<file path="src/rtl/mrt_pkg.sv">
package mrt_pkg;

   typedef enum logic [1:0] {
      ST_ACCEPT  = 2'd0,
      ST_ALIAS   = 2'd1,
      ST_FULL    = 2'd2,
      ST_BADKIND = 2'd3
   } mrt_status_e;

   localparam logic [3:0] KIND_LOAD     = 4'd0;
   localparam logic [3:0] KIND_LAST_OK  = 4'd8;

   function automatic logic kind_writes(input logic [3:0] kind, input logic ifetch);
      return !ifetch && (kind != KIND_LOAD);
   endfunction

   function automatic logic kind_known(input logic [3:0] kind, input logic ifetch);
      return ifetch || (kind <= KIND_LAST_OK);
   endfunction

endpackage

</file>
<file path="src/rtl/mrt_line_table.sv">
module mrt_line_table #(
   parameter int LW     = 8,
   parameter int DEPTH  = 4,
   parameter int TSW    = 6,
   parameter int THRESH = 16
) (
   input  logic             clk,
   input  logic             rst_n,
   input  logic [LW-1:0]    lk_line,
   output logic             lk_hit,
   input  logic             alloc_en,
   input  logic [LW-1:0]    alloc_line,
   input  logic [TSW-1:0]   now,
   input  logic             free_en,
   input  logic [LW-1:0]    free_line,
   output logic             free_hit,
   output logic             old_any,
   output logic [DEPTH-1:0] vld_o
);

   logic [DEPTH-1:0]           vld;
   logic [DEPTH-1:0][LW-1:0]   line;
   logic [DEPTH-1:0][TSW-1:0]  stamp;
   logic [DEPTH-1:0]           hitv, fhitv, oldv, pick;

   always_comb begin
      logic found;
      found = 1'b0;
      pick  = '0;
      for (int i = 0; i < DEPTH; i++) begin
         logic [TSW-1:0] age;
         age      = now - stamp[i];
         hitv[i]  = vld[i] && (line[i] == lk_line);
         fhitv[i] = vld[i] && (line[i] == free_line);
         oldv[i]  = vld[i] && (age >= TSW'(THRESH));
         if (!vld[i] && !found) begin
            pick[i] = 1'b1;
            found   = 1'b1;
         end
      end
   end

   assign lk_hit   = |hitv;
   assign free_hit = |fhitv;
   assign old_any  = |oldv;
   assign vld_o    = vld;

   for (genvar g = 0; g < DEPTH; g++) begin : g_entry
      always_ff @(posedge clk) begin
         if (!rst_n) begin
            vld[g]   <= 1'b0;
            line[g]  <= '0;
            stamp[g] <= '0;
         end else if (free_en && fhitv[g]) begin
            vld[g] <= 1'b0;
         end else if (alloc_en && pick[g]) begin
            vld[g]   <= 1'b1;
            line[g]  <= alloc_line;
            stamp[g] <= now;
         end
      end
   end

   // one entry per line: the alias rules never let a second copy in
   assert_one_hit_R3: assert property (@(posedge clk) disable iff (!rst_n)
      $onehot0(hitv));
   // an allocation only happens while a slot is free
   assert_slot_free_R1: assert property (@(posedge clk) disable iff (!rst_n)
      alloc_en |-> (vld != '1));
   // a freed line is gone on the next cycle
   assert_free_clears_R8: assert property (@(posedge clk) disable iff (!rst_n)
      (free_en && free_hit) |=> ($countones(vld) < $countones($past(vld)) + 1));

endmodule

</file>
<file path="src/rtl/mrt_watchdog.sv">
module mrt_watchdog #(
   parameter int THRESH = 16
) (
   input  logic clk,
   input  logic rst_n,
   input  logic arm_req,
   input  logic keep_going,
   output logic check_o
);

   localparam int TW = $clog2(THRESH + 1);

   logic          armed;
   logic [TW-1:0] timer;

   assign check_o = armed && (timer == TW'(1));

   always_ff @(posedge clk) begin
      if (!rst_n) begin
         armed <= 1'b0;
         timer <= '0;
      end else if (armed) begin
         if (timer == TW'(1)) begin
            if (keep_going) timer <= TW'(THRESH);
            else            armed <= 1'b0;
         end else begin
            timer <= timer - TW'(1);
         end
      end else if (arm_req) begin
         armed <= 1'b1;
         timer <= TW'(THRESH);
      end
   end

   assert_check_spaced_R7: assert property (@(posedge clk) disable iff (!rst_n)
      check_o |=> !check_o);

endmodule

</file>
<file path="src/rtl/memreq_tracker.sv">
module memreq_tracker #(
   parameter int AW      = 12,
   parameter int OFFW    = 4,
   parameter int MAX_OUT = 4,
   parameter int THRESH  = 16,
   parameter int CNTW    = 16
) (
   input  logic                        clk,
   input  logic                        rst_n,
   input  logic                        req_valid,
   output logic                        req_ready,
   input  logic [AW-1:0]               req_addr,
   input  logic [3:0]                  req_kind,
   input  logic                        req_ifetch,
   output logic                        rsp_valid,
   output logic [1:0]                  rsp_status,
   input  logic                        rd_done_valid,
   input  logic [AW-OFFW-1:0]          rd_done_line,
   input  logic                        wr_done_valid,
   input  logic [AW-OFFW-1:0]          wr_done_line,
   output logic [$clog2(MAX_OUT+1)-1:0] occupancy,
   output logic [CNTW-1:0]             cnt_st_on_ld,
   output logic [CNTW-1:0]             cnt_st_on_st,
   output logic [CNTW-1:0]             cnt_ld_on_st,
   output logic [CNTW-1:0]             cnt_ld_on_ld,
   output logic                        deadlock_err,
   output logic                        proto_err
);
   import mrt_pkg::*;

   localparam int LW  = AW - OFFW;
   localparam int CW  = $clog2(MAX_OUT + 1);
   localparam int TSW = $clog2(THRESH) + 2;

   initial begin
      assert (MAX_OUT >= 1) else $error("MAX_OUT must be at least 1");
      assert (THRESH >= 2) else $error("THRESH must be at least 2");
      assert (OFFW >= 0 && OFFW < AW) else $error("OFFW must leave line bits");
      assert (CNTW >= 1) else $error("CNTW must be positive");
   end

   logic [LW-1:0]   line;
   logic            fire, wcls, known, rd_hit, wr_hit, accept, aliased;
   logic            rd_fhit, wr_fhit, rd_old, wr_old, wd_check;
   logic            rd_free, wr_free;
   logic [CW-1:0]   cnt_q, cnt_nxt;
   logic [TSW-1:0]  now;
   logic            dl_q, pe_q;
   logic [MAX_OUT-1:0] rd_vld, wr_vld;
   mrt_status_e     status;
   logic [3:0]      inc;
   logic [3:0][CNTW-1:0] acnt;

   assign line  = req_addr[AW-1:OFFW];
   assign fire  = req_valid && req_ready;
   assign wcls  = kind_writes(req_kind, req_ifetch);
   assign known = kind_known(req_kind, req_ifetch);

   always_comb begin
      if (cnt_q >= CW'(MAX_OUT))  status = ST_FULL;
      else if (!known)            status = ST_BADKIND;
      else if (rd_hit || wr_hit)  status = ST_ALIAS;
      else                        status = ST_ACCEPT;
   end

   assign accept  = fire && (status == ST_ACCEPT);
   assign aliased = fire && (status == ST_ALIAS);

   // alias classification: 0 store/load, 1 store/store, 2 load/store, 3 load/load
   assign inc[0] = aliased &&  wcls &&  rd_hit;
   assign inc[1] = aliased &&  wcls && !rd_hit;
   assign inc[2] = aliased && !wcls &&  wr_hit;
   assign inc[3] = aliased && !wcls && !wr_hit;

   for (genvar g = 0; g < 4; g++) begin : g_acnt
      always_ff @(posedge clk) begin
         if (!rst_n)      acnt[g] <= '0;
         else if (inc[g]) acnt[g] <= acnt[g] + CNTW'(1);
      end
   end

   mrt_line_table #(.LW(LW), .DEPTH(MAX_OUT), .TSW(TSW), .THRESH(THRESH)) u_rd (
      .clk(clk), .rst_n(rst_n),
      .lk_line(line), .lk_hit(rd_hit),
      .alloc_en(accept && !wcls), .alloc_line(line), .now(now),
      .free_en(rd_done_valid), .free_line(rd_done_line), .free_hit(rd_fhit),
      .old_any(rd_old), .vld_o(rd_vld)
   );

   mrt_line_table #(.LW(LW), .DEPTH(MAX_OUT), .TSW(TSW), .THRESH(THRESH)) u_wr (
      .clk(clk), .rst_n(rst_n),
      .lk_line(line), .lk_hit(wr_hit),
      .alloc_en(accept && wcls), .alloc_line(line), .now(now),
      .free_en(wr_done_valid), .free_line(wr_done_line), .free_hit(wr_fhit),
      .old_any(wr_old), .vld_o(wr_vld)
   );

   assign rd_free = rd_done_valid && rd_fhit;
   assign wr_free = wr_done_valid && wr_fhit;
   assign cnt_nxt = cnt_q + CW'(accept) - CW'(rd_free) - CW'(wr_free);

   mrt_watchdog #(.THRESH(THRESH)) u_wd (
      .clk(clk), .rst_n(rst_n),
      .arm_req(accept), .keep_going(cnt_nxt != '0), .check_o(wd_check)
   );

   always_ff @(posedge clk) begin
      if (!rst_n) begin
         cnt_q <= '0;
         now   <= '0;
         dl_q  <= 1'b0;
         pe_q  <= 1'b0;
      end else begin
         cnt_q <= cnt_nxt;
         now   <= now + TSW'(1);
         if (wd_check && (rd_old || wr_old))                        dl_q <= 1'b1;
         if ((rd_done_valid && !rd_fhit) || (wr_done_valid && !wr_fhit)) pe_q <= 1'b1;
      end
   end

   assign req_ready    = !dl_q;
   assign rsp_valid    = fire;
   assign rsp_status   = status;
   assign occupancy    = cnt_q;
   assign cnt_st_on_ld = acnt[0];
   assign cnt_st_on_st = acnt[1];
   assign cnt_ld_on_st = acnt[2];
   assign cnt_ld_on_ld = acnt[3];
   assign deadlock_err = dl_q;
   assign proto_err    = pe_q;

   assert_count_match_R5: assert property (@(posedge clk) disable iff (!rst_n)
      int'(cnt_q) == $countones(rd_vld) + $countones(wr_vld));
   assert_full_refused_R1: assert property (@(posedge clk) disable iff (!rst_n)
      (req_valid && req_ready && (occupancy >= CW'(MAX_OUT))) |-> (rsp_status == 2'd2));
   assert_accept_grows_R5: assert property (@(posedge clk) disable iff (!rst_n)
      (rsp_valid && rsp_status == 2'd0 && !rd_done_valid && !wr_done_valid)
         |=> (occupancy == $past(occupancy) + CW'(1)));
   assert_counters_quiet_R6: assert property (@(posedge clk) disable iff (!rst_n)
      !(rsp_valid && rsp_status == 2'd1)
         |=> ($stable(cnt_st_on_ld) && $stable(cnt_st_on_st) &&
              $stable(cnt_ld_on_st) && $stable(cnt_ld_on_ld)));
   assert_deadlock_sticky_R7: assert property (@(posedge clk) disable iff (!rst_n)
      deadlock_err |=> (deadlock_err && !req_ready));
   assert_proto_sticky_R9: assert property (@(posedge clk) disable iff (!rst_n)
      proto_err |=> proto_err);

endmodule

</file>
<file path="config.mk">
export PLATFORM = sky130hd
export DESIGN_NAME = memreq_tracker
export DESIGN_NICKNAME = d
export VERILOG_FILES = /design/src/rtl/mrt_pkg.sv /design/src/rtl/mrt_line_table.sv /design/src/rtl/mrt_watchdog.sv /design/src/rtl/memreq_tracker.sv
export SDC_FILE = /design/constraint.sdc
export NUM_CORES = 1
export LEC_CHECK = 0
export ABC_AREA = 1
export BUFFER_PORTS_ARGS = -buffer_cell sky130_fd_sc_hd__buf_4
export CAP_MARGIN = 20
export CORE_MARGIN = 1
export CORE_UTILIZATION = 61
export DETAILED_ROUTE_END_ITERATION = 7
export PLACE_DENSITY = 0.81
export RECOVER_POWER = 25
export SYNTH_ARGS = -nofsm -noshare
export SYNTH_HDL_FRONTEND = slang
export SYNTH_SLANG_ARGS = --single-unit
</file>
<file path="constraint.sdc">
create_clock -name clk -period 4.2 [get_ports clk]
set_input_delay 0.42 -clock clk [delete_from_list [all_inputs] [get_ports clk]]
set_output_delay 0.42 -clock clk [all_outputs]
set_load 0.02 [all_outputs]
</file>
### Yosys cells after proc, flatten, opt, wreduce, memory -nomap -nowiden

Cells that the tools add are included.

* add/sub/neg operators: 17
* $lt $le $gt $ge: 10
* equal/unequal tests: 19
* muxes and demuxes: 23
* bitwise logic cells: 9
* reductions and logical operators: 112

Operators with widths (count)
* $eq A8 B8 Y1: 16
* $add A16 B1 Y16 const B: 4
* $logic_and A1 B1 Y1: 64
* $ge A6 B5 Y1 const B: 8
* $sub A6 B6 Y6: 8
* $reduce_or A4 Y1: 6
* $mux W5: 4
* $reduce_and A2 Y1: 9
* $logic_not A1 Y1: 17
* $mux W1: 17
* $reduce_or A2 Y1: 8
* $not A1 Y1: 9
* $add A6 B1 Y6 const B: 1
* $sub A3 B1 Y3: 2
* $eq A5 B1 Y1 const B: 1
* $sub A5 B1 Y5 const B: 1
* $le A4 B4 Y1 const B: 1
* $logic_or A1 B1 Y1: 4
* $mux W2: 2
* $reduce_bool A4 Y1: 1
* $add A3 B1 Y3: 1
* $ge A3 B3 Y1 const B: 1
* $ne A3 B2 Y1 const B: 1
* $reduce_bool A3 Y1: 1
* other kinds (3): 3

* flip-flop bits (word level): 201
* input port bits: 38
* output and inout bits: 73
* word-level logic and storage cells: 224

### Longest topological paths before layout

Gate-level depths: netlist of the first run.

* word-level depth: 16
* gate-level depth with buffers: 22
* gate-level depth less buffers: 21

### By module

A second synthesis of the first run with hierarchy kept.

* cell total of the unflattened synthesis: 1781
* area total of the unflattened synthesis: 11588.6 µm²

By module, submodules not included
* mrt_line_table: times used 2, cells each 561, area each 3646.0 µm², sequential area each 1201.2 µm²
* memreq_tracker: times used 1, cells each 608, area each 3946.3 µm², sequential area each 1501.4 µm²
* mrt_watchdog: times used 1, cells each 51, area each 350.3 µm², sequential area each 120.1 µm²

### Worst setup path before layout of the first run

OpenSTA, ideal clock, no wires.

* path type: input to register
* start point: input port rd_done_line[6]
* end point: register u_wd.timer[0]
* library setup time: 70 ps
* data arrival time: 3026 ps
* data required time: 4130 ps
* setup slack: 1104 ps
* cell stages on the path: 18
* buffers on the path: 1
* cells stage by stage: clkbuf_1 xnor2_1 o2111ai_1 nor4_1 nor2_1 a21boi_0 fa_1 inv_1 ha_1 ha_1 xnor2_1 xor2_1 nand3_1 nand2_1 nand2_1 inv_1 nand2_1 a21oi_1

* longest elaborated chain between the ends: 9
* elaborated cells on any way between the ends: 15
* classes of those cells: 2 x add/sub; 5 x eq/ne; 8 x reduce/logical

RTL lines
* start, declared: line memreq_tracker.sv:18 `input logic [AW-OFFW-1:0] rd_done_line,`
* $eq A8 B8 Y1: line mrt_line_table.sv:34 `fhitv[i] = vld[i] && (line[i] == free_line);`
* $logic_and A1 B1 Y1: line mrt_line_table.sv:34
* $reduce_or A4 Y1 *: line mrt_line_table.sv:44 `assign free_hit = |fhitv;`
* $logic_and A1 B1 Y1 *: line memreq_tracker.sv:98 `assign rd_free = rd_done_valid && rd_fhit;`
* $sub A3 B1 Y3 * (2 in series): line memreq_tracker.sv:100 `assign cnt_nxt = cnt_q + CW'(accept) - CW'(rd_free) - CW'(wr_free);`
* $reduce_bool A3 Y1 *: line memreq_tracker.sv:104 `.arm_req(accept), .keep_going(cnt_nxt != '0), .check_o(wd_check)`
* $ne A3 B2 Y1 (no line) *
* $reduce_and A2 Y1 (no line) *
* end signal, assigned: line mrt_watchdog.sv:24 `if (keep_going) timer <= TW'(THRESH);`
* end signal, assigned: line mrt_watchdog.sv:27 `timer <= timer - TW'(1);`
* end signal, assigned: line mrt_watchdog.sv:31 `timer <= TW'(THRESH);`
* end, declared: line mrt_watchdog.sv:14 `logic [TW-1:0] timer;`

Mark *: on every way between the ends. The rest lies on a longest branch, timed or not.
A chain may end at the register's enable or synchronous reset.

### Worst setup path after layout of the first run

* start point: register u_wr.line[14] (netlist name)
* end point: register u_wd.timer[1]

* longest elaborated chain between the ends: 15
* elaborated cells on any way between the ends: 20
* classes of those cells: 3 x add/sub; 3 x eq/ne; 3 x mux; 11 x reduce/logical

RTL lines
* start, declared: line mrt_line_table.sv:22 `logic [DEPTH-1:0][LW-1:0] line;`
* start signal, assigned by index: line mrt_line_table.sv:58 `line[g] <= alloc_line;`
* $eq A8 B8 Y1: line mrt_line_table.sv:33 `hitv[i] = vld[i] && (line[i] == lk_line);`
* $logic_and A1 B1 Y1: line mrt_line_table.sv:33
* $reduce_or A4 Y1: line mrt_line_table.sv:43 `assign lk_hit = |hitv;`
* $logic_or A1 B1 Y1: line memreq_tracker.sv:62 `else if (rd_hit || wr_hit) status = ST_ALIAS;`
* $mux W1: line memreq_tracker.sv:62
* $mux W2: line memreq_tracker.sv:61 `else if (!known) status = ST_BADKIND;`
* $mux W2: line memreq_tracker.sv:60 `if (cnt_q >= CW'(MAX_OUT)) status = ST_FULL;`
* $logic_not A2 Y1: line memreq_tracker.sv:66 `assign accept = fire && (status == ST_ACCEPT);`
* $logic_and A1 B1 Y1: line memreq_tracker.sv:66
* $add A3 B1 Y3: line memreq_tracker.sv:100
* $sub A3 B1 Y3 (2 in series): line memreq_tracker.sv:100
* $reduce_bool A3 Y1: line memreq_tracker.sv:104
* $ne A3 B2 Y1 (no line)
* $reduce_and A2 Y1 (no line) *

Marked as above.

==> impl_metrics.env, run 1 <==
export IMPL_syn_nets=2024
export IMPL_start_util=0.627
export IMPL_cp_end_kind="flip-flop"
export IMPL_cp_cell_sequence="xnor2_1 > nand3_1 > nand3b_1 > nor3_1 > nor2_1 > a21boi_0 > fa_1 > inv_1 > ha_1 > ha_1 > xnor2_1 > xor2_1 > nand3_1 > nand2_1 > nand2_1 > inv_1 > nand2_1 > a21oi_1"
export IMPL_die_area_um2=20800
export IMPL_dp_cells=2256
export IMPL_port_buffers=106
export IMPL_ys_async_sr_fraction=0
export IMPL_final_layout_size_suffix_gt1_frac=0.0586
export IMPL_setup_tns_final_ps=0
export IMPL_wl_per_cell_um=15.4
export IMPL_drv_cap=0
export IMPL_cp_slowest_cell="fa_1"
export IMPL_setup_viol=0
export IMPL_syn2layout_area_growth_pct=11.4
export IMPL_synth_warnings=0
export IMPL_irDropWorstVdd_mv=0.259
export IMPL_synth_largest_area_cell="dfxtp_1"
export IMPL_grt_overflow_total=0
export IMPL_worstPathArrival_ps=3980
export IMPL_synth_ff_latch_count=201
export IMPL_timing_final_crit_share=0.842
export IMPL_p_per_area_nw_per_um2=322
export IMPL_viasPerCell=5.68
export IMPL_min_path_cells=4
export IMPL_required_ps=4650
export IMPL_dpl_hpwl_um=24400
export IMPL_cp_max_fo=5
export IMPL_nets=2097
export IMPL_postCtsSetupRepairBufs=0
export IMPL_clk_root_buffer_cell="clkbuf_16"
export IMPL_core_area_um2=19700
export IMPL_grt_pass1_wl_um=56300
export IMPL_clock_sinks=201
export IMPL_reg2reg_slack_ps=660
export IMPL_io_pins=111
export IMPL_rsz0062_at_grt="false"
export IMPL_slew_headroom=0.397
export IMPL_ctsResizeCount=0
export IMPL_layout_min_cycle_time_ps=3540
export IMPL_synth_edf_count=0
export IMPL_syn_area_um2=12300
export IMPL_yosys_most_used_dff="dfxtp_1"
export IMPL_grt_pass1_vias=11700
export IMPL_num_rows=51
export IMPL_clk_pin_slew_worst_paths_ps=60
export IMPL_fin_skew_ps=10.9
export IMPL_diodes=0
export IMPL_cts_tree="done"
export IMPL_worstReg2RegEnd="u_wd.timer[1]"
export IMPL_htreeDepth=1
export IMPL_status="completed"
export IMPL_place_congestion=1.01
export IMPL_grt_max_degree=79
export IMPL_die_w_um=144
export IMPL_drtPass1Iterations=5
export IMPL_yosys_top_cells_area="dfxtp_1 (33%), nand2_1 (16%), a21oi_1 (7.8%), nand3_1 (7.8%), inv_1 (7.0%)"
export IMPL_drc=0
export IMPL_crit_type="flip-flop to flip-flop"
export IMPL_chipHeight_um=144
export IMPL_drt_iter0_markers=1189
export IMPL_grtUsageTotal=0.339
export IMPL_holdBufCountCts=0
export IMPL_ant_nets=0
export IMPL_critPathLaunchType="flip-flop"
export IMPL_crit_top_cell="nand2_1"
export IMPL_dpl_instance_area_um2=13300
export IMPL_syn_avg_cell_area_um2=6.35
export IMPL_cts_buffers=23
export IMPL_synth_top_area_share=0.326
export IMPL_stdcell_count=2294
export IMPL_grt_antenna_before_repair=0
export IMPL_crit_end="u_wd.timer[1]"
export IMPL_layout_common_cells="nand2_1 (531), inv_1 (230), nor2_1 (209)"
export IMPL_final_cell_area_um2=13700
export IMPL_dr_total_vias=13000
export IMPL_clk_latency_ps=520
export IMPL_final_common_cell="nand2_1"
export IMPL_fmax_ghz=0.283
export IMPL_min_path_type="input port to flip-flop"
export IMPL_rr_startpoint="u_wr.line[14]"
export IMPL_power_leakage_nw=5.49
export IMPL_clock_path_buffers=3
export IMPL_ys_types=44
export IMPL_rr_worst_depth=18
export IMPL_slowest_delay_ps=490
export IMPL_seq_area_frac_synth=0.326
export IMPL_setup_worst_path_start="u_wr.line[14]"
export IMPL_final_max_slew_viol_count=0
export IMPL_hold_viol_final=0
export IMPL_tightestPinTransition_ps=903
export IMPL_routed_wl_um=35300
export IMPL_syn_inst=1943
[synth_stat cells, types with 2 or more instances]
cell / n
nand2_1: 531
inv_1: 230
nor2_1: 209
dfxtp_1: 201
a21oi_1: 193
nand3_1: 192
xnor2_1: 47
clkbuf_1: 44
ha_1: 42
nand4_1: 32
nor3_1: 28
xor2_1: 26
o21ai_0: 23
buf_2: 21
inv_2: 17
o22ai_1: 15
o2111ai_1: 12
nor4_1: 11
buf_4: 7
a21o_1: 5
and2_1: 5
nand3b_1: 5
nor3b_1: 5
o221ai_1: 5
or2_2: 5
o21a_1: 4
and3_1: 3
clkinv_1: 3
a21boi_0: 2
a31oi_1: 2
nand2_2: 2
nor2_2: 2
nor2b_1: 2
nor3_4: 2
[cell families (layout without fill, tap and decap cells)]
kind of cell | Yosys count | after routing | synth area share
flops | 201 | 201 | 0.326
xor+xnor | 73 | 73 | 0.0519
simple gates | 1037 | 1037 | 0.357
compound gates | 266 | 266 | 0.118
buf+inv | 323 | 409 | 0.103
fa+ha+maj | 43 | 43 | 0.0442
[through the flow]
stage / power, W / setup WS, ps / utilization / hold WS (ps)
after floorplan: 0.00233 / 1100 / - / 440
after global placement: 0.00246 / 485 / 0.675 / 449
after detailed placement: 0.00247 / 455 / 0.675 / 452
after CTS: 0.00444 / 746 / 0.712 / 177
after global routing: 0.00458 / 354 / 0.699 / 207
final: 0.00442 / 664 / 0.699 / 190
[per-layer routing]
layer | global-route usage | vias up | part of all wire
met3 | 0.0520 | 113 | 0.088
met1 | 0.446 | 5955 | 0.43
met4 | 0.133 | 0 | 0.037
li1 | - | 6413 | -
met5 | 0 | - | 0
met2 | 0.558 | 553 | 0.45
[worst min path at each step]
stage	endpoint	start
floorplan	u_wr.stamp[19]	u_wr.stamp[19]
global placement	u_wr.stamp[19]	u_wr.stamp[19]
detailed placement	u_rd.stamp[10]	u_rd.stamp[10]
CTS	u_wr.vld_o[0]	wr_done_valid
global route	u_rd.vld_o[1]	rd_done_valid
finish	u_wr.vld_o[0]	wr_done_valid
[area by class of cell]
cell class	instances	area, um2
clock inverter	9	116
sequential	201	4020
inverter	250	941
tap	265	332
clock buffer	29	618
multi-input combinational	1419	7040
fill	1835	5910
timing repair buffer	121	669
[power by group]
group          total (W)  leakage (nW)  internal, W  switching, W
Sequential       0.00197          1.62      0.00193     0.0000383
Clock            0.00198         0.360      0.00117      0.000817
Combinational   0.000469          3.51     0.000154      0.000315
[sequential cells by signal, summed over array words and instances, names as in the netlist, 6 cells and up]
| register | count |
|---|---|
| u_rd.stamp | 24 |
| u_wr.line | 32 |
| u_rd.line | 32 |
| cnt_st_on_st | 16 |
| cnt_st_on_ld | 16 |
| u_wr.stamp | 24 |
| cnt_ld_on_st | 16 |
| now | 6 |
| cnt_ld_on_ld | 16 |
[critical path, delay by kind of cell (launching register included)]
family | cells | cell delay, ps
buf+inv | 2 | 200
fa+ha+maj | 3 | 790
flops | 1 | 420
compound gates | 2 | 510
simple gates | 8 | 1050
xor+xnor | 3 | 490
No activity file was read; power rests on OpenSTA's default activity.
==> run 2, diff against run 1 <==
- CORE_UTILIZATION: 61 -> 55
- PLACE_DENSITY: 0.81 -> 0.78
- clock period: 4.2 -> 3.2 ns (I/O delays scaled with it)
==> impl_metrics.env, run 2 (synthesized netlist as in run 1, its figures left out) <==
export IMPL_grt_overflow_total=0
export IMPL_place_congestion=1.00
export IMPL_slew_headroom=0.340
export IMPL_setup_tns_final_ps=-10.2
export IMPL_postCtsSetupRepairBufs=0
export IMPL_reg_largest_list="u_rd.line: 32 flops, u_wr.line: 32 flops"
export IMPL_holdBufCountCts=0
export IMPL_port_buffers=106
export IMPL_wl_per_cell_um=15.7
export IMPL_start_util=0.563
export IMPL_fmax_ghz=0.312
export IMPL_grt_pass1_vias=12600
export IMPL_drc=2
export IMPL_grt_antenna_before_repair=0
export IMPL_power_leakage_nw=6.22
export IMPL_critPathLaunchType="flip-flop"
export IMPL_die_w_um=152
export IMPL_clock_path_buffers=3
export IMPL_min_path_type="input port to flip-flop"
export IMPL_grtUsageTotal=0.334
export IMPL_grt_pass1_wl_um=61300
export IMPL_stdcell_count=2441
export IMPL_crit_type="flip-flop to flip-flop"
export IMPL_drv_cap=0
export IMPL_cts_tree="done"
export IMPL_p_per_area_nw_per_um2=412
export IMPL_dr_total_vias=13500
export IMPL_worstPathArrival_ps=3630
export IMPL_grt_max_degree=55
export IMPL_irDropWorstVdd_mv=0.335
export IMPL_setup_ws_ps=-9.00
export IMPL_final_layout_size_suffix_gt1_frac=0.129
export IMPL_cts_buffers=23
export IMPL_final_max_slew_viol_count=0
export IMPL_htreeDepth=1
export IMPL_clk_pin_slew_worst_paths_ps=60
export IMPL_tightestPinTransition_ps=983
export IMPL_io_pins=111
export IMPL_ant_nets=0
export IMPL_cp_max_fo=2
export IMPL_syn2layout_area_growth_pct=21.7
export IMPL_clock_sinks=201
export IMPL_routed_wl_um=38300
export IMPL_status="finished, violations left"
export IMPL_clk_root_buffer_cell="clkbuf_16"
export IMPL_num_rows=54
export IMPL_layout_min_cycle_time_ps=3210
export IMPL_setup_viol=2
export IMPL_fin_skew_ps=9.81
export IMPL_violations="DRC, setup timing"
export IMPL_final_util=0.686
export IMPL_cp_end_kind="flip-flop"
export IMPL_rsz0062_at_grt="true"
export IMPL_diodes=0
export IMPL_required_ps=3620
export IMPL_die_area_um2=23000
export IMPL_hold_viol_final=0
export IMPL_nets=2227
export IMPL_drt_iter0_markers=1066
export IMPL_viasPerCell=5.54
export IMPL_drtPass1Iterations=8
export IMPL_core_area_um2=21900
export IMPL_timing_final_crit_share=1.00
export IMPL_chipHeight_um=152
export IMPL_clk_latency_ps=540
export IMPL_dpl_hpwl_um=27800
export IMPL_final_common_cell="nand2_1"
export IMPL_dp_cells=2402
export IMPL_layout_common_cells="nand2_1 (528), inv_1 (228), nor2_1 (208)"
export IMPL_nFillCells=1955
run 2: changes by cell type in the layout (fill, tap and decap cells not counted), moves of 3 or more:
cell      previous run  this run
nand2_1            531       528
buf_12               1         5
dfxtp_1            201       198
clkbuf_1            71        66
nand2_2              2         5
clkbuf_8             2         5
buf_4               53       183
a21oi_1            193       190
run 2: metal layers:
layer / track usage / vias to the layer above / routed length (um)
met1: 0.436 / 6219 / 16200
met5: 0 / - / 0
met2: 0.558 / 563 / 17700
li1: - / 6653 / -
met4: 0.120 / 0 / 1250
met3: 0.0458 / 93 / 3130
run 2: layout make-up:
cell class,count,area [um2],area share
inverter,250,943,0.0628
sequential,201,4030,0.268
timing repair buffer,251,1710,0.114
multi-input combinational,1419,7160,0.477
tap,280,350,0.0233
clock buffer,31,656,0.0437
clock inverter,9,163,0.0108
run 2: path summary, 6_finish.rpt:
| kind | startpoint | end | slack (ps) | cells after the start |
|---|---|---|---|---|
| max | u_rd.line[3] | u_wd.timer[4] | -9 | 19 |
| min reg2reg | u_rd.stamp[20] | u_rd.stamp[20] | 460 | 2 |
| min | rd_done_valid | u_rd.vld_o[1] | 90 | 4 |
| max reg2reg | u_rd.line[3] | u_wd.timer[4] | -9 | 19 |
run 2: critical path, cell delays in order (launching register included):
cell and delay [ps]:
dfxtp_4 360, xor2_2 140, nor2_1 100, o2111ai_1 110, nor4_1 310, buf_4 180, nor2_2 40, a21boi_1 150
buf_4 160, fa_1 400, inv_2 90, ha_4 130, ha_4 150, xnor2_4 120, xor2_2 180, nand3_1 90
nand2_1 90, nand2_2 80, o21ai_0 170, nor2_1 50
run 2: timing repair:
item                                    4_1_cts  5_1_grt
hold endpoints to repair                      0        0
pin swaps                                    10       13
endpoints found under the setup margin        7        6
resized for setup                            18       13
run 2: power by group:
part	total [W]	switching, W	internal [W]
clock	0.00288	0.00112	0.00176
combinational	0.000745	0.000468	0.000277
sequential	0.00256	0.0000303	0.00253
total	0.00619	0.00162	0.00457
run 2: metrics by stage:
stage | area (um2) | total power [W] | setup slack [ps] | hold WS [ps]
after global routing | 15000 | 0.00637 | -289 | 107
after floorplan | 12300 | 0.00305 | 204 | 440
after CTS | 15200 | 0.00619 | 2.43 | 79.1
final | 15000 | 0.00619 | -9.00 | 87.8
after detailed placement | 14300 | 0.00333 | -514 | 451
after global placement | 14300 | 0.00332 | -442 | 447
==> run 3, diff against run 2 <==
--- a/config.mk
+++ b/config.mk
@@ -11,4 +11,5 @@
 export CORE_MARGIN = 1
 export CORE_UTILIZATION = 55
+export CTS_CLUSTER_SIZE = 20
 export DETAILED_ROUTE_END_ITERATION = 7
 export PLACE_DENSITY = 0.78
==> constraint.sdc (replaced) <==
create_clock -name clk -period 3.2 [get_ports clk]
set_input_delay 0 -clock clk [delete_from_list [all_inputs] [get_ports clk]]
set_output_delay 0 -clock clk [all_outputs]
set_load 0.02 [all_outputs]
==> impl_metrics.env, run 3 (synthesized netlist as in run 1, its figures left out) <==
export IMPL_htreeDepth=1
export IMPL_dp_slack_ps=-99.6
export IMPL_setup_ws_ps=-38.9
export IMPL_diodes=0
export IMPL_routed_wl_um=38000
export IMPL_status="finished, violations left"
export IMPL_dr_total_vias=13400
export IMPL_required_ps=3660
export IMPL_clk_latency_ps=530
export IMPL_p_per_area_nw_per_um2=410
export IMPL_critPathLaunchType="flip-flop"
export IMPL_cp_max_fo=5
export IMPL_clk_root_buffer_cell="clkbuf_16"
export IMPL_final_layout_size_suffix_gt1_frac=0.137
export IMPL_rr_startpoint="u_rd.line[9]"
export IMPL_power_leakage_nw=6.26
export IMPL_stdcell_count=2401
export IMPL_clock_sinks=201
export IMPL_num_rows=54
export IMPL_die_area_um2=23000
export IMPL_reg_largest_list="u_rd.line: 32 flops, u_wr.line: 32 flops"
export IMPL_layout_min_cycle_time_ps=3240
export IMPL_final_common_cell="nand2_1"
export IMPL_fmax_ghz=0.309
export IMPL_grt_max_degree=92
export IMPL_drtPass1Iterations=6
export IMPL_port_buffers=106
export IMPL_worstPathArrival_ps=3700
export IMPL_grt_overflow_total=0
export IMPL_final_max_slew_viol_count=0
export IMPL_layout_common_cells="nand2_1 (526), inv_1 (228), nor2_1 (208)"
export IMPL_grt_antenna_before_repair=0
export IMPL_violations="setup timing"
export IMPL_clock_path_buffers=3
export IMPL_nets=2186
export IMPL_dpl_hpwl_um=27100
export IMPL_hold_viol_final=0
export IMPL_ant_nets=0
export IMPL_io_pins=111
export IMPL_drc=0
export IMPL_crit_type="flip-flop to flip-flop"
export IMPL_die_w_um=152
export IMPL_tightestPinTransition_ps=1000
export IMPL_cts_tree="done"
export IMPL_worstReg2RegEnd="u_wd.timer[2]"
export IMPL_crit_buf_inv=3
export IMPL_critPathTopFamily="simple AND/OR/NAND/NOR gates"
export IMPL_slowest_delay_ps=400
export IMPL_viasPerCell=5.56
export IMPL_cp_cell_sequence="o22ai_1 > a21oi_1 > o221ai_1 > nor3b_2 > nor2_4 > a21boi_2 > buf_4 > fa_1 > inv_1 > ha_2 > ha_4 > xnor2_2 > xor2_1 > nand3_1 > nand2_2 > nand2_4 > inv_6 > nand2_2 > a21oi_1"
export IMPL_chipHeight_um=152
export IMPL_min_path_type="input port to flip-flop"
export IMPL_clk_pin_slew_worst_paths_ps=60
export IMPL_min_path_cells=7
export IMPL_slew_headroom=0.332
export IMPL_rsz0062_at_grt="true"
export IMPL_drt_iter0_markers=1098
export IMPL_place_congestion=0.996
export IMPL_dp_cells=2348
export IMPL_rr_worst_depth=19
export IMPL_irDropWorstVdd_mv=0.447
export IMPL_fin_skew_ps=14.5
export IMPL_grt_pass1_wl_um=60600
export IMPL_start_util=0.563
export IMPL_syn2layout_area_growth_pct=20.7
export IMPL_cp_slowest_cell="dfxtp_1"
export IMPL_cts_buffers=23
export IMPL_wl_per_cell_um=15.8
export IMPL_grtUsageTotal=0.330
export IMPL_timing_hold_ws_ps=38.3
export IMPL_hp_start="wr_done_line[6]"
export IMPL_reg2reg_slack_ps=-40
export IMPL_drv_cap=0
export IMPL_timing_final_crit_share=1.01
export IMPL_whs_endpoint="u_wr.vld_o[0]"
export IMPL_cp_end_kind="flip-flop"
export IMPL_core_area_um2=21900
export IMPL_setup_viol=4
export IMPL_grt_pass1_vias=12100
[run 3: changes by cell type in the layout (fill, tap and decap cells not counted), sizes merged]
cell	before	now
bufinv	4	3
clkinvlp	1	0
dlygate4sd3	0	10
clkinv	6	7
buf	188	197
clkbuf	94	36
[run 3: what timing repair did]
action / 4_1_cts / 5_1_grt
gates resized for setup: 6 / 28
setup buffers: 0 / 2
endpoints found under the setup margin: 6 / 6
hold buffers: 10 / 0
hold endpoints to repair: 58 / 0
pin swaps: 0 / 15
[run 3: layer usage]
layer / vias up / part of all wire / track usage
li1: 6591 / - / -
met1: 6119 / 0.42 / 0.428
met2: 555 / 0.46 / 0.549
met3: 95 / 0.086 / 0.0644
met4: 0 / 0.029 / 0.108
met5: - / 0 / 0
[run 3: worst max path at each step]
stage	endpoint	cells after the start	slack [ps]	from
2_1_floorplan	u_wd.timer[0]	18	330	u_wr.line[23]
6_report	u_wd.timer[2]	19	-40	u_rd.line[9]
4_1_cts	u_wd.timer[0]	21	10	u_rd.line[1]
3_5_place_dp	u_wd.timer[1]	19	-100	u_wr.line[16]
5_1_grt	u_wd.timer[2]	19	-250	u_rd.line[9]
3_3_place_gp	u_wd.timer[1]	18	-30	u_wr.line[14]
[run 3: cell type report]
cell class / count / area, um2
Clock buffer: 33 / 673
Clock inverter: 8 / 134
Fill cell: 1927 / 7010
Inverter: 250 / 946
Multi-Input combinational cell: 1419 / 7150
Sequential cell: 201 / 4030
Tap cell: 280 / 350
Timing Repair Buffer: 210 / 1600
[run 3: power breakdown]
part | switching (W) | total [W] | internal [W]
clock network | 0.00111 | 0.00282 | 0.00171
logic | 0.000473 | 0.000724 | 0.000251
registers | 0.0000288 | 0.00256 | 0.00253
[run 3: worst min-delay path, delay by kind of cell]
| family | cells | cell delay, ps |
|---|---|---|
| AND/OR/NAND/NOR | 4 | 210 |
| XOR/XNOR | 1 | 70 |
| buffers and inverters | 1 | 140 |
| AO/OA/AOI/OAI | 1 | 100 |
[run 3: metrics by stage]
step                 util  cell area [um2]  setup TNS (ps)  total power (W)
floorplan               -            12300               0          0.00305
CTS                 0.675            14800               0          0.00611
detailed placement  0.633            13900            -408          0.00330
finish              0.680            14900           -81.1          0.00611
global route        0.680            14900           -1280          0.00630
global placement    0.633            13900            -111          0.00328
